$ cat src/rtl/mesi_pkg.sv
package mesi_pkg;

  typedef enum logic [1:0] {
    LN_I = 2'b00,
    LN_S = 2'b01,
    LN_E = 2'b10,
    LN_M = 2'b11
  } line_st_t;

  typedef enum logic [1:0] {
    BC_NONE = 2'b00,
    BC_RD   = 2'b01,
    BC_RDX  = 2'b10,
    BC_WB   = 2'b11
  } bus_cmd_t;

  // state a line takes after a snooped command hits it
  function automatic line_st_t snoop_next(input line_st_t st, input bus_cmd_t cmd);
    case (cmd)
      BC_RD:   snoop_next = (st == LN_I) ? LN_I : LN_S;
      BC_RDX:  snoop_next = LN_I;
      default: snoop_next = st;
    endcase
  endfunction

  // state a line takes when its bus fill is granted
  function automatic line_st_t fill_state(input logic is_write, input logic shared);
    if (is_write)    fill_state = LN_M;
    else if (shared) fill_state = LN_S;
    else             fill_state = LN_E;
  endfunction

  // writes that can complete without the bus
  function automatic logic write_is_local(input line_st_t st);
    write_is_local = (st == LN_E) || (st == LN_M);
  endfunction

endpackage

$ cat src/rtl/mesi_tag_store.sv
module mesi_tag_store
  import mesi_pkg::*;
#(
  parameter int NLINES = 4,
  parameter int TAGW   = 6,
  localparam int IDXW  = $clog2(NLINES)
) (
  input  logic             clk,
  input  logic             rst_n,
  input  logic [IDXW-1:0]  ra_idx,
  output logic [TAGW-1:0]  ra_tag,
  output line_st_t         ra_st,
  input  logic [IDXW-1:0]  rb_idx,
  output logic [TAGW-1:0]  rb_tag,
  output line_st_t         rb_st,
  input  logic             w_en,
  input  logic [IDXW-1:0]  w_idx,
  input  logic             w_tag_en,
  input  logic [TAGW-1:0]  w_tag,
  input  line_st_t         w_st
);

  logic [TAGW-1:0] tag_q [NLINES];
  line_st_t        st_q  [NLINES];

  for (genvar g = 0; g < NLINES; g++) begin : g_line
    always_ff @(posedge clk) begin
      if (!rst_n) begin
        st_q[g]  <= LN_I;
        tag_q[g] <= '0;
      end else if (w_en && (w_idx == IDXW'(g))) begin
        st_q[g] <= w_st;
        if (w_tag_en) tag_q[g] <= w_tag;
      end
    end
  end

  assign ra_tag = tag_q[ra_idx];
  assign ra_st  = st_q[ra_idx];
  assign rb_tag = tag_q[rb_idx];
  assign rb_st  = st_q[rb_idx];

endmodule

$ cat src/rtl/mesi_snoop_unit.sv
module mesi_snoop_unit
  import mesi_pkg::*;
#(
  parameter int TAGW = 6
) (
  input  logic            clk,
  input  logic            rst_n,
  input  logic            snp_valid,
  input  bus_cmd_t        snp_cmd,
  input  logic [TAGW-1:0] snp_tag,
  input  logic [TAGW-1:0] line_tag,
  input  line_st_t        line_st,
  output logic            shared_out,
  output logic            flush,
  output logic            upd,
  output line_st_t        nxt_st
);

  logic hit;
  logic is_rd, is_rdx;

  assign hit        = snp_valid && (line_st != LN_I) && (line_tag == snp_tag);
  assign is_rd      = (snp_cmd == BC_RD);
  assign is_rdx     = (snp_cmd == BC_RDX);
  assign shared_out = hit && is_rd;
  assign flush      = hit && (is_rd || is_rdx) && (line_st == LN_M);
  assign nxt_st     = snoop_next(line_st, snp_cmd);
  assign upd        = hit && (nxt_st != line_st);

  AST_SHARED_ON_RD: assert property (@(posedge clk) disable iff (!rst_n)
    shared_out |-> (snp_valid && snp_cmd == BC_RD));

  AST_FLUSH_CMD: assert property (@(posedge clk) disable iff (!rst_n)
    flush |-> (snp_valid && !shared_out |-> snp_cmd == BC_RDX));

endmodule

$ cat src/rtl/mesi_line_ctrl.sv
module mesi_line_ctrl
  import mesi_pkg::*;
#(
  parameter int AW     = 8,
  parameter int NLINES = 4,
  localparam int IDXW  = $clog2(NLINES),
  localparam int TAGW  = AW - IDXW
) (
  input  logic          clk,
  input  logic          rst_n,
  input  logic          cpu_req,
  input  logic          cpu_wr,
  input  logic [AW-1:0] cpu_addr,
  output logic          cpu_busy,
  output logic          cpu_done,
  output logic [1:0]    cpu_line_st,
  output logic          bus_req,
  output logic [1:0]    bus_cmd,
  output logic [AW-1:0] bus_addr,
  input  logic          bus_gnt,
  input  logic          bus_shared_in,
  input  logic          snp_valid,
  input  logic [1:0]    snp_cmd,
  input  logic [AW-1:0] snp_addr,
  output logic          snp_shared_out,
  output logic          snp_flush
);

  typedef enum logic [1:0] {F_IDLE, F_WB, F_BUS, F_DONE} fsm_t;

  fsm_t      fsm_q;
  bus_cmd_t  req_cmd_q;
  line_st_t  done_st_q;

  logic [IDXW-1:0] c_idx, s_idx;
  logic [TAGW-1:0] c_tag, s_tag, c_tag_q, s_tag_q;
  line_st_t        c_st, s_st;
  logic            c_hit, accept, local_ok, gnt_ok;

  // store write port
  logic            w_en, w_tag_en;
  logic [IDXW-1:0] w_idx;
  line_st_t        w_st;
  logic            snp_upd, fsm_upd;
  line_st_t        snp_nxt;

  assign c_idx = cpu_addr[IDXW-1:0];
  assign c_tag = cpu_addr[AW-1:IDXW];
  assign s_idx = snp_addr[IDXW-1:0];
  assign s_tag = snp_addr[AW-1:IDXW];

  mesi_tag_store #(.NLINES(NLINES), .TAGW(TAGW)) u_store (
    .clk(clk), .rst_n(rst_n),
    .ra_idx(c_idx), .ra_tag(c_tag_q), .ra_st(c_st),
    .rb_idx(s_idx), .rb_tag(s_tag_q), .rb_st(s_st),
    .w_en(w_en), .w_idx(w_idx), .w_tag_en(w_tag_en), .w_tag(c_tag), .w_st(w_st)
  );

  mesi_snoop_unit #(.TAGW(TAGW)) u_snoop (
    .clk(clk), .rst_n(rst_n),
    .snp_valid(snp_valid), .snp_cmd(bus_cmd_t'(snp_cmd)), .snp_tag(s_tag),
    .line_tag(s_tag_q), .line_st(s_st),
    .shared_out(snp_shared_out), .flush(snp_flush),
    .upd(snp_upd), .nxt_st(snp_nxt)
  );

  assign c_hit    = (c_st != LN_I) && (c_tag_q == c_tag);
  assign accept   = (fsm_q == F_IDLE) && cpu_req && !snp_valid;
  assign local_ok = c_hit && (!cpu_wr || write_is_local(c_st));

  // bus side: writeback of dirty victim, then the fill / ownership request
  assign bus_req  = ((fsm_q == F_WB) && (c_st == LN_M)) || (fsm_q == F_BUS);
  assign bus_cmd  = (fsm_q == F_WB) ? BC_WB : req_cmd_q;
  assign bus_addr = (fsm_q == F_WB) ? {c_tag_q, c_idx} : cpu_addr;
  assign gnt_ok   = bus_req && bus_gnt && !snp_valid;

  // single write port; snoop has priority, FSM writes never need it in the same cycle
  always_comb begin
    w_en     = 1'b0;
    w_idx    = c_idx;
    w_tag_en = 1'b0;
    w_st     = LN_I;
    fsm_upd  = 1'b0;
    if (snp_upd) begin
      w_en  = 1'b1;
      w_idx = s_idx;
      w_st  = snp_nxt;
    end else if (accept && local_ok && cpu_wr) begin
      w_en    = 1'b1;
      w_st    = LN_M;
      fsm_upd = 1'b1;
    end else if ((fsm_q == F_WB) && gnt_ok) begin
      w_en    = 1'b1;
      w_st    = LN_I;
      fsm_upd = 1'b1;
    end else if ((fsm_q == F_BUS) && gnt_ok) begin
      w_en     = 1'b1;
      w_tag_en = 1'b1;
      w_st     = fill_state(req_cmd_q == BC_RDX, bus_shared_in);
      fsm_upd  = 1'b1;
    end
  end

  always_ff @(posedge clk) begin
    if (!rst_n) begin
      fsm_q     <= F_IDLE;
      req_cmd_q <= BC_RD;
      done_st_q <= LN_I;
    end else begin
      case (fsm_q)
        F_IDLE: if (accept) begin
          if (local_ok) begin
            fsm_q     <= F_DONE;
            done_st_q <= cpu_wr ? LN_M : c_st;
          end else begin
            req_cmd_q <= cpu_wr ? BC_RDX : BC_RD;
            fsm_q     <= (!c_hit && c_st == LN_M) ? F_WB : F_BUS;
          end
        end
        F_WB: if (gnt_ok || c_st != LN_M) fsm_q <= F_BUS;
        F_BUS: if (gnt_ok) begin
          fsm_q     <= F_DONE;
          done_st_q <= fill_state(req_cmd_q == BC_RDX, bus_shared_in);
        end
        default: fsm_q <= F_IDLE;
      endcase
    end
  end

  assign cpu_busy    = (fsm_q == F_WB) || (fsm_q == F_BUS);
  assign cpu_done    = (fsm_q == F_DONE);
  assign cpu_line_st = done_st_q;

  AST_ONE_WRITER: assert property (@(posedge clk) disable iff (!rst_n)
    !(snp_upd && fsm_upd));

  AST_REQ_HELD: assert property (@(posedge clk) disable iff (!rst_n)
    (bus_req && !bus_gnt && !snp_valid) |=> (bus_req && $stable(bus_cmd) && $stable(bus_addr)));

  AST_DONE_PULSE: assert property (@(posedge clk) disable iff (!rst_n)
    cpu_done |=> !cpu_done);

  AST_BUSY_NOT_DONE: assert property (@(posedge clk) disable iff (!rst_n)
    cpu_busy |-> !cpu_done);

endmodule

$ cat config.mk
export PLATFORM = sky130hd
export DESIGN_NAME = mesi_line_ctrl
export DESIGN_NICKNAME = d
export VERILOG_FILES = /design/src/rtl/mesi_pkg.sv /design/src/rtl/mesi_tag_store.sv /design/src/rtl/mesi_snoop_unit.sv /design/src/rtl/mesi_line_ctrl.sv
export SDC_FILE = /design/constraint.sdc
export NUM_CORES = 1
export LEC_CHECK = 0
export CORE_ASPECT_RATIO = 0.5
export CORE_MARGIN = 4
export CORE_UTILIZATION = 54
export CTS_CLUSTER_DIAMETER = 80
export DETAILED_ROUTE_END_ITERATION = 10
export PLACE_DENSITY = 0.89
export REMOVE_ABC_BUFFERS = 1
export SYNTH_ARGS = -nofsm -noshare
export SYNTH_HDL_FRONTEND = slang
export SYNTH_HIERARCHICAL = 1
export SYNTH_SLANG_ARGS = --single-unit
$ cat constraint.sdc
create_clock -name clk -period 4.1 [get_ports clk]
set_input_delay 0.615 -clock clk [delete_from_list [all_inputs] [get_ports clk]]
set_output_delay 0.615 -clock clk [all_outputs]
set_load 0.1 [all_outputs]
Word-level counts from Yosys, hierarchy flattened. Memories as Yosys holds them, arrays and structs flattened. Index checks and enable logic that the tools add are counted.

Equal/unequal tests: 20. Multiplexer cells: 64. Bitwise logic cells: 9. Reduce and logical (&&, ||, !) cells: 40.

Operator list (number): $mux 2 (22); $mux 1 (34); $mux 6 (4); $logic_and 1x1->1 (22); $eq 2x2->1 const B (9); $eq 6x6->1 (2); $mux 8 (1); $ne 2x2->1 const B (4); $or 1x1->1 (8); $pmux 2 s2 (2); $eq 2x1->1 const B (3); $logic_not 2->1 (3); $logic_or 1x1->1 (6); $pmux 2 s3 (1); $reduce_and 3->1 (2); $reduce_bool 2->1 (3); $reduce_and 4->1 (1); $logic_not 1->1 (3); $ne 2x1->1 const B (1); $ne 2x2->1 (1); $not 1->1 (1).

Register bits after elaboration: 6. RAM bits: 32. Input bits: 25. Memories kept: 2.

Memories: u_store.tag_q (words 4, bits a word 6, read ports 2, clocked after memory_dff 0, wr ports 4, line mesi_tag_store.sv:23) `logic [TAGW-1:0] tag_q [NLINES];`; u_store.st_q (words 4, bits a word 2, read ports 2, clocked after memory_dff 0, wr ports 4, line mesi_tag_store.sv:24) `line_st_t st_q [NLINES];`.

Logic depth before layout (Yosys ltp). An unclocked memory read counts as a cell.

Depth after elaboration: 16. Mapped depth: 11. Depth with buffers taken out: 9.

By module. The synthesis kept the hierarchy.

By module, submodules not included: mesi_tag_store (times used 1, cells an instance 113, area an instance 1634.1 um^2, sequential area each 960.9 um^2); mesi_line_ctrl (times used 1, cells an instance 97, area an instance 840.8 um^2, sequential area each 120.1 um^2); mesi_snoop_unit (times used 1, cells an instance 19, area an instance 140.1 um^2, sequential area each 0.0 um^2).

Worst setup path after synthesis. No wires, ideal clock.

Kind: input port to output port. Start: input port snp_addr[0]. End: output port snp_shared_out. Data arrival time: 3686 ps. Data required time: 3485 ps. Setup slack: -201 ps. Cell stages on the path: 5. Cell sequence: buf_6 -> mux4_2 -> xnor2_1 -> o2111ai_1 -> nor3_1.

RTL lines: start, declared (line mesi_line_ctrl.sv:24) `input logic [AW-1:0] snp_addr,`; $mem_v2 4x6; via s_tag_q[5] (line mesi_line_ctrl.sv:36) `logic [TAGW-1:0] c_tag, s_tag, c_tag_q, s_tag_q;`; $eq 6x6->1 (line mesi_snoop_unit.sv:22) `assign hit = snp_valid && (line_st != LN_I) && (line_tag == snp_tag);`; $logic_and 1x1->1 (line mesi_snoop_unit.sv:22); $logic_and 1x1->1 (line mesi_snoop_unit.sv:25) `assign shared_out = hit && is_rd;`; end, declared (line mesi_line_ctrl.sv:25) `output logic snp_shared_out,`.

The timed path passes the listed nets, and every way through them passes these cells.

==> flow_metrics.tcl <==
set metrics [dict create \
    synth_common_cells "edfxtp_1, nor2_1, nand2_1" \
    yosysWarnings 6 \
    r2r_cells 9 \
    period_needed_ps 3870 \
    cts_max_level 2 \
    route.detailed.drc 0 \
    hp-class "reg2reg" \
    vias 2194 \
    dieWidth_microns 106 \
    ioPinCount 42 \
    area_growth_syn_to_layout_pct 22.8 \
    async_reset_ff_share_pct 0 \
    yosysSeqAreaShare_pct 41.3 \
    synth_top_area_share_pct 36.7 \
    cts_sinks 38 \
    ys_seq_elements 38 \
    initial_core_util_pct 57.7 \
    critPathLaunch "snp_addr[0]" \
    num_rows 17 \
    clkLatencyLatePin_ps 300 \
    place_ws_ps 69.9 \
    layout.cells.non_filler 338 \
    first_pass_iters 5 \
    status "completed" \
    required_ps 4050 \
    worst_pin_slew_ps 969 \
    dieArea_sq_um 6090 \
    die_y_microns 57.2 \
    crit_end "u_store/st_q[1][1]" \
    clkTransAtPathRegs_ps 90 \
    detail_route.iter0.violations 290 \
    grt.total_usage_pct 23.8 \
    ant_nets 0 \
    end_kind "flop" \
    report.final.setup_viol 0 \
    syn-cell-area_sq_um 2620 \
    overflow 0 \
    fmax_ghz 0.258 \
    r2r_slack_ps 830 \
    ir_worst_vdd_mv 0.286 \
    cts_tree "built" \
    worstReg2RegStart "u_store/tag_q[3][5]" \
    grt_pass1_vias 2140 \
    fp.coreArea_sq_um 4530 \
    synth_edf_count 32 \
    cts-buffers-inserted 5 \
    relSlewSlack_pct 35.2 \
    grt_antenna_before_repair 0 \
    post-cts-setup-buffer-count 0 \
    critPathArrivalTime_ps 3820 \
    startpoint_type "input port" \
    ys_dominant_reg_cell "edfxtp_1" \
    maxCapViolations 0 \
    fin_ws_ps 228 \
    rsz0062_at_grt "no" \
    p_per_area_nw_per_um2 478 \
    syn-mean-instance-area_sq_um 11.4 \
    ys_top_cells_by_area "edfxtp_1, mux4_2, dfxtp_1" \
    hold_viol 0 \
    drv_slew 0 \
    leakagePower_nw 1.11 \
    cts-root-buf "clkbuf_8" \
    diodes 0 \
    finalCritPeriodShare_pct 94.4 \
    avgRoutedWirePerCell_microns 20.9 \
    rr_endpoint "u_store/st_q[1][1]" \
    wl_microns 7060 \
    gp_congestion 0.881 \
    dp.cells 330 \
    finClkSkew_ps 11.8 \
    grt_max_degree 27 \
    clk_path_buf_depth 2 \
    crit_fanout 9 \
    nets 301 \
    hpwlAfterDp_microns 5180 \
    synth_cell_types 55 \
    grt_pass1_wl_microns 11100 \
    crit_type "in2reg" \
    synth_top_cell_by_area "edfxtp_1" \
    netlist_instances 229 \
    io_buffers 41 \
    viasPerCell 6.49 \
    drive_gt1_share_pct 24.6 \
]
[metal layers]
| metal | up-vias | global-route usage (%) | part of all wire [%] |
|---|---|---|---|
| met5 | - | 0 | 0 |
| met4 | 0 | 6.19 | 2.0 |
| met3 | 20 | 6.33 | 11 |
| met2 | 148 | 38.3 | 46 |
| met1 | 1071 | 32.6 | 41 |
| li1 | 955 | - | - |
[cells in the final DEF, fill, tap and decap left out, types with 2 or more instances in the layout]
cell | synthesis | final
nor2_1 | 32 | 32
edfxtp_1 | 32 | 32
clkdlybuf4s50_1 | 0 | 30
nand2_1 | 19 | 19
buf_4 | 2 | 17
mux4_2 | 16 | 16
xnor2_1 | 12 | 12
inv_1 | 10 | 10
mux2_2 | 8 | 8
a31oi_1 | 8 | 8
o21ai_0 | 8 | 8
dfxtp_1 | 6 | 6
o2111ai_1 | 5 | 5
ha_1 | 5 | 5
clkbuf_8 | 0 | 5
nand2b_1 | 4 | 4
a21oi_1 | 4 | 4
nor3_1 | 4 | 4
nor2b_1 | 3 | 3
nand4_1 | 3 | 3
or2_2 | 2 | 2
o221ai_1 | 2 | 2
nand3b_1 | 2 | 2
bufinv_16 | 0 | 2
buf_12 | 0 | 2
nand4b_2 | 2 | 2
[critical path: stages]
cell             delay, ps
clkdlybuf4s50_1        470
buf_4                  200
mux4_2                 550
xnor2_1                160
o2111ai_1              250
nor4_4                 490
buf_4                  210
a31oi_1                 40
nand2_1                250
nand2_1                170
o21ai_0                410
[layout make-up]
class,count,area (sq um)
clock buffer,5,68.8
inverter,10,37.5
timing repair buffer,49,468
multi-input combinational,167,1400
sequential,38,1080
fill,288,1320
clock inverter,3,68.8
tap,66,82.6
[through the flow]
stage | area [sq um] | hold WS (ps) | TNS (ps) | total power [W] | util, %
2_1_floorplan | 2510 | 483 | -81.8 | 0.000969 | -
3_3_place_gp | 3060 | 504 | 0 | 0.00112 | 67.6
3_5_place_dp | 3060 | 531 | 0 | 0.00114 | 67.6
4_1_cts | 3200 | 542 | 0 | 0.00153 | 70.7
5_1_grt | 3210 | 557 | 0 | 0.00159 | 70.9
6_report | 3210 | 545 | 0 | 0.00153 | 70.9
[registers in the layout (all words and copies together), names as in the netlist]
name	cells
fsm_q	2
req_cmd_q	2
u_store/st_q	8
cpu_line_st	2
u_store/tag_q	24
[cell families after synthesis]
family,Yosys count,synth area share [%]
multiplexers,26,18.2
adder cells (fa/ha/maj),5,2.39
AND/OR/NAND/NOR,84,17.7
flip-flops,38,41.3
AO/OA/AOI/OAI,40,11.1
XOR/XNOR,12,4.02
buffers and inverters,24,5.31
[what timing repair did]
item,in CTS,in global routing
hold buffers,0,0
gates resized for setup,0,1
setup endpoints to repair,0,22
[worst min path at each step]
stage                 startpoint            to  cells past startpoint
finish              req_cmd_q[0]  req_cmd_q[0]                      2
global route            fsm_q[1]      fsm_q[1]                      2
CTS                     fsm_q[1]      fsm_q[1]                      2
detailed placement      fsm_q[1]      fsm_q[1]                      2
global placement    req_cmd_q[0]  req_cmd_q[0]                      2
floorplan           req_cmd_q[0]  req_cmd_q[0]                      2
[report_power, final]
group          switching [W]  internal [W]
Sequential         0.0000248      0.000446
Combinational       0.000457      0.000213
Clock               0.000148      0.000244
Total               0.000630      0.000904
No activity file was read; power rests on OpenSTA's default activity.
